--- config.mk ---
export PLATFORM = sky130hd
export DESIGN_NAME = fb_status_bank
export DESIGN_NICKNAME = d
export VERILOG_FILES = /design/src/rtl/fb_pkg.sv /design/src/rtl/fb_guard.sv /design/src/rtl/fb_flag_cell.sv /design/src/rtl/fb_readback.sv /design/src/rtl/fb_status_bank.sv
export SDC_FILE = /design/constraint.sdc
export NUM_CORES = 1
export LEC_CHECK = 0
export ABC_AREA = 1
export BUFFER_PORTS_ARGS = -buffer_cell sky130_fd_sc_hd__buf_2
export CORE_MARGIN = 8
export CORE_UTILIZATION = 35
export CTS_CLUSTER_DIAMETER = 40
export DETAILED_ROUTE_END_ITERATION = 8
export HOLD_SLACK_MARGIN = 0.06
export MAX_ROUTING_LAYER = met4
export PLACE_DENSITY = 0.57
export SLEW_MARGIN = 20
export SYNTH_ARGS = -nofsm -noshare
export SYNTH_HDL_FRONTEND = slang
export SYNTH_SLANG_ARGS = --single-unit
--- constraint.sdc ---
create_clock -name clk -period 2.3 [get_ports clk]
set_input_delay 0.46 -clock clk [delete_from_list [all_inputs] [get_ports clk]]
set_output_delay 0.46 -clock clk [all_outputs]
set_load 0.05 [all_outputs]
--- src/rtl/fb_pkg.sv ---
package fb_pkg;
  // Qualified bus controls shared by every flag cell
  typedef struct packed {
    logic allow;   // clearing permitted this cycle
    logic arm_rd;  // status read that may arm
    logic step2;   // data access that may clear / disarm
  } fb_ctl_t;
endpackage

--- src/rtl/fb_guard.sv ---
module fb_guard
  import fb_pkg::*;
(
  input  logic    halt_act,
  input  logic    halt_clr_ok,
  input  logic    stat_rd,
  input  logic    data_rd,
  input  logic    data_wr,
  output fb_ctl_t ctl
);
  logic allow;

  always_comb begin
    allow      = !halt_act || halt_clr_ok;
    ctl.allow  = allow;
    ctl.arm_rd = stat_rd && allow;
    ctl.step2  = (data_rd || data_wr) && allow;
  end
endmodule

--- src/rtl/fb_flag_cell.sv ---
module fb_flag_cell
  import fb_pkg::*;
(
  input  logic    clk,
  input  logic    rst_n,
  input  logic    set_i,
  input  fb_ctl_t ctl,
  output logic    flag_o
);
  logic flag_q, flag_d;
  logic arm_q, arm_d;
  logic flag_en, arm_en;

  // next-state
  always_comb begin
    flag_en = set_i || (ctl.step2 && arm_q);
    flag_d  = set_i;  // set wins over a concurrent clear
    arm_en  = ctl.step2 || (ctl.arm_rd && flag_q);
    arm_d   = !ctl.step2;
  end

  // registers
  always_ff @(posedge clk or negedge rst_n) begin
    if (!rst_n) begin
      flag_q <= 1'b0;
      arm_q  <= 1'b0;
    end else begin
      if (flag_en) flag_q <= flag_d;
      if (arm_en)  arm_q  <= arm_d;
    end
  end

  assign flag_o = flag_q;

  assert_set_lands_R1: assert property (@(posedge clk) disable iff (!rst_n)
    set_i |=> flag_q);
  assert_arm_on_set_R2: assert property (@(posedge clk) disable iff (!rst_n)
    arm_q |-> flag_q);
  assert_clear_cause_R3: assert property (@(posedge clk) disable iff (!rst_n)
    $fell(flag_q) |-> $past(arm_q && ctl.step2 && !set_i));
  assert_halt_hold_R4: assert property (@(posedge clk) disable iff (!rst_n)
    (!ctl.allow && flag_q) |=> flag_q);
  assert_halt_noarm_R5: assert property (@(posedge clk) disable iff (!rst_n)
    (!ctl.allow && !arm_q) |=> !arm_q);
  assert_step2_disarm_R10: assert property (@(posedge clk) disable iff (!rst_n)
    ctl.step2 |=> !arm_q);
endmodule

--- src/rtl/fb_readback.sv ---
module fb_readback #(
  parameter int NF = 4,
  parameter int DW = 8
) (
  input  logic          clk,
  input  logic          rst_n,
  input  logic          stat_rd,
  input  logic          data_rd,
  input  logic          data_wr,
  input  logic [DW-1:0] wdata,
  input  logic [NF-1:0] flags,
  output logic [DW-1:0] rdata
);
  logic [DW-1:0] dreg_q, dreg_d;

  always_comb begin
    dreg_d = wdata;
    if (stat_rd)      rdata = DW'(flags);
    else if (data_rd) rdata = dreg_q;
    else              rdata = '0;
  end

  always_ff @(posedge clk or negedge rst_n) begin
    if (!rst_n)       dreg_q <= '0;
    else if (data_wr) dreg_q <= dreg_d;
  end

  assert_dreg_load_R11: assert property (@(posedge clk) disable iff (!rst_n)
    data_wr |=> dreg_q == $past(wdata));
endmodule

--- src/rtl/fb_status_bank.sv ---
module fb_status_bank
  import fb_pkg::*;
#(
  parameter int NF = 4,
  parameter int DW = 8
) (
  input  logic          clk,
  input  logic          rst_n,
  input  logic [NF-1:0] flag_set,
  input  logic          halt_act,
  input  logic          halt_clr_ok,
  input  logic          stat_rd,
  input  logic          data_rd,
  input  logic          data_wr,
  input  logic [DW-1:0] wdata,
  output logic [NF-1:0] flags,
  output logic [DW-1:0] rdata
);
  localparam int SYNC_N = 2;

  logic [SYNC_N-1:0] rst_sync_q;
  logic              rst_int_n;
  fb_ctl_t           ctl;

  // asynchronous assert, synchronous release
  always_ff @(posedge clk or negedge rst_n) begin
    if (!rst_n) rst_sync_q <= '0;
    else        rst_sync_q <= {rst_sync_q[SYNC_N-2:0], 1'b1};
  end
  assign rst_int_n = rst_sync_q[SYNC_N-1];

  fb_guard u_guard (
    .halt_act    (halt_act),
    .halt_clr_ok (halt_clr_ok),
    .stat_rd     (stat_rd),
    .data_rd     (data_rd),
    .data_wr     (data_wr),
    .ctl         (ctl)
  );

  for (genvar i = 0; i < NF; i++) begin : g_cell
    fb_flag_cell u_cell (
      .clk    (clk),
      .rst_n  (rst_int_n),
      .set_i  (flag_set[i]),
      .ctl    (ctl),
      .flag_o (flags[i])
    );
  end

  fb_readback #(.NF(NF), .DW(DW)) u_rb (
    .clk     (clk),
    .rst_n   (rst_int_n),
    .stat_rd (stat_rd),
    .data_rd (data_rd),
    .data_wr (data_wr),
    .wdata   (wdata),
    .flags   (flags),
    .rdata   (rdata)
  );
endmodule

==> out/qor.yml <==
layout.nets: 145
cts_buffers: 3
fp.dieH_um: 64.6
track_usage_pct: 8.22
design_area_sq_um: 988
place.gp.congestion: 0.783
slew_headroom_pct: 58.2
crit_path_max_fanout: 9
floorplan.initialDensity_pct: 37.1
syn_area_sq_um: 828
tightest_slew_ns: 0.627
critPathMaxStageDelay_ns: 0.37
cts_max_level: 1
ctsResizeCount: 0
antenna_cells: 0
yosysWarnings: 0
vias_per_cell: 4.35
tns_ns: 0
post_cts_buffers: 0
dieArea_sq_um: 4180
leakage_uw: 0.000549
cap_violations: 0
end_kind: "primary output"
combPwrFrac_pct: 22.2
syn_area_per_cell_sq_um: 8.54
antenna_found_initial: 0
design.core.area_sq_um: 2230
synth-compound-area-share_pct: 11.5
drive_gt1_share_pct: 29.8
portBuffers: 30
cts_root_buf: "clkbuf_4"
drc_errors: 0
yosys-top-cells-area: "dfrtp_1 54%, nand2_1 10%, inv_1 8.6%"
wl_per_cell_um: 10.8
cp.arrival_ns: 1.43
die_w_um: 64.6
final-max-slew-violation-count: 0
path_cells: "buf_2 -> or2_1 -> o21ai_2 -> buf_2"
muxShareOfSynthArea_pct: 0
area_delta_synth_final_pct: 19.3
cp_slowest_cell: "or2_1"
cp-start-kind: "input port"
dr.pass1.iters: 4
ys_ff_latch: 18
finalCriticalPeriod_ns: 1.89
cts_tree: "yes"
grt_pass1_vias: 660
ctsLongestPathBuffers: 2
synth_cell_types: 14
holdBufCountCts: 1
pwr-share-clk_pct: 23.4
drtAntennaViolNets: 0
fin_skew_ns: 0.00673
synth-simple-area-share_pct: 18.1
clkSinkCount: 18
path_common_cell: "buf_2"
initialDrtViolationCount: 19
yosysTopAreaCell: "dfrtp_1"
rsz0062_at_grt: "false"
finalCritPeriodShare_pct: 82.2
p_per_area_nw_per_um2: 665
swShare_pct: 32.2
crit_required_ns: 1.84
placed_area_sq_um: 956
hold_viol_final: 0
p_switching_uw: 211
setup_violations: 0
overflow: 0
clk-insertion-delay-late_ns: 0.29
num_vias: 661
grt_pass1_wl_mm: 2.75
grt_max_degree: 18
synth_nets: 116
synth-xor-area-share_pct: 0
clk_pin_slew_ns: 0.10
synth_top_family_by_area: "simple AND/OR/NAND/NOR gates"
synthAdderAreaFrac_pct: 0
cp_top_family: "buffers and inverters"
yosysSeqAreaShare_pct: 54.4
status: "finished clean"
ios: 31
fmax_mhz: 529
p_seq_share_pct: 54.5
p_int_uw: 446
drt_wl_total_mm: 1.65
dpl.hpwl_mm: 1.31
crit_type: "input port to primary output"
cp_num_buf_inv: 2
peakVddDrop_mv: 0.457
fill_cells: 244
synth_cells: 97
synth_top_area_share_pct: 54.4
worst_hold_path_type: "register to asynchronous set/reset pin"
rows: 17
-- power by group through the flow --
| stage | registers [uW] | logic, uW | clock network, uW |
|---|---|---|---|
| floorplan | 361 | 118 | 0 |
| global placement | 365 | 146 | 0 |
| detailed placement | 365 | 147 | 0 |
| CTS | 359 | 149 | 159 |
| global route | 363 | 161 | 173 |
| finish | 358 | 146 | 154 |
-- metal layers --
metal	global-route usage, %	up-vias	wire length (um)
met5	-	-	0
met4	1.63	0	13
met3	4.30	2	140
met2	12.8	21	768
met1	9.25	293	724
li1	-	345	-
-- synth_stat cells, drive strengths merged --
| master | n |
|---|---|
| conb | 1 |
| inv | 19 |
| nor2 | 4 |
| or2 | 1 |
| nand2 | 22 |
| buf | 7 |
| dfrtp | 18 |
| nand3 | 8 |
| o21ai | 12 |
| a21oi | 4 |
| and2 | 1 |
-- cell type report --
cell class                 count  area, sq um  area share (%)
clock buffer                   3         22.5            2.28
tap                           28         35.0            3.54
inverter                      19         71.3            7.22
timing repair buffer          31          160            16.2
sequential                    18          450            45.6
multi-input combinational     53          249            25.2
-- cells in the final DEF, fill, tap and decap left out --
cell type,instances
a21oi_1,4
and2_1,1
buf_2,30
clkbuf_4,3
conb_1,1
dfrtp_1,18
dlygate4sd3_1,1
inv_1,19
nand2_1,22
nand3_1,8
nor2_1,4
o21ai_0,8
o21ai_2,4
or2_1,1
-- logic make-up (layout without fill, tap and decap cells) --
logic type,after synthesis,count (layout)
DFF,18,18
buffers and inverters,26,53
and+or+nand+nor,36,36
other,1,1
AOI/OAI and AO/OA,16,16
-- stage by stage --
stage | utilization (%) | worst slack, ns | total power, uW | std cells | hold slack (ns)
6_report | 44.3 | 0.409 | 658 | 152 | 0.255
5_1_grt | 44.3 | 0.359 | 697 | 152 | 0.328
4_1_cts | 44.3 | 0.394 | 667 | 152 | 0.292
3_5_place_dp | 42.8 | 0.397 | 512 | 148 | 0.246
3_3_place_gp | 42.8 | 0.416 | 510 | 148 | 0.246
2_1_floorplan | - | 0.255 | 479 | 97 | 0.164
-- state kept, by name, indices dropped and copies added, names as in the netlist --
signal and flops:
g_cell.u_cell.arm_q 4, g_cell.u_cell.flag_o 4, u_rb.dreg_q 8, rst_sync_q 2
-- worst paths after layout --
| kind | cells past startpoint | from | end | slack, ns |
|---|---|---|---|---|
| max in group asynchronous | 0 | rst_sync_q[1] | g_cell[0].u_cell.arm_q | 1.64 |
| setup / recovery | 4 | stat_rd | rdata[0] | 0.41 |
| setup reg to reg | 2 | g_cell[3].u_cell.flag_o | g_cell[3].u_cell.arm_q | 1.61 |
| min in group clk | 3 | flag_set[3] | g_cell[3].u_cell.flag_o | 0.34 |
| hold reg to reg | 0 | rst_sync_q[1] | u_rb.dreg_q[0] | 0.25 |
| hold / removal | 0 | rst_sync_q[1] | u_rb.dreg_q[0] | 0.25 |
(Power assumes the default switching activity.)
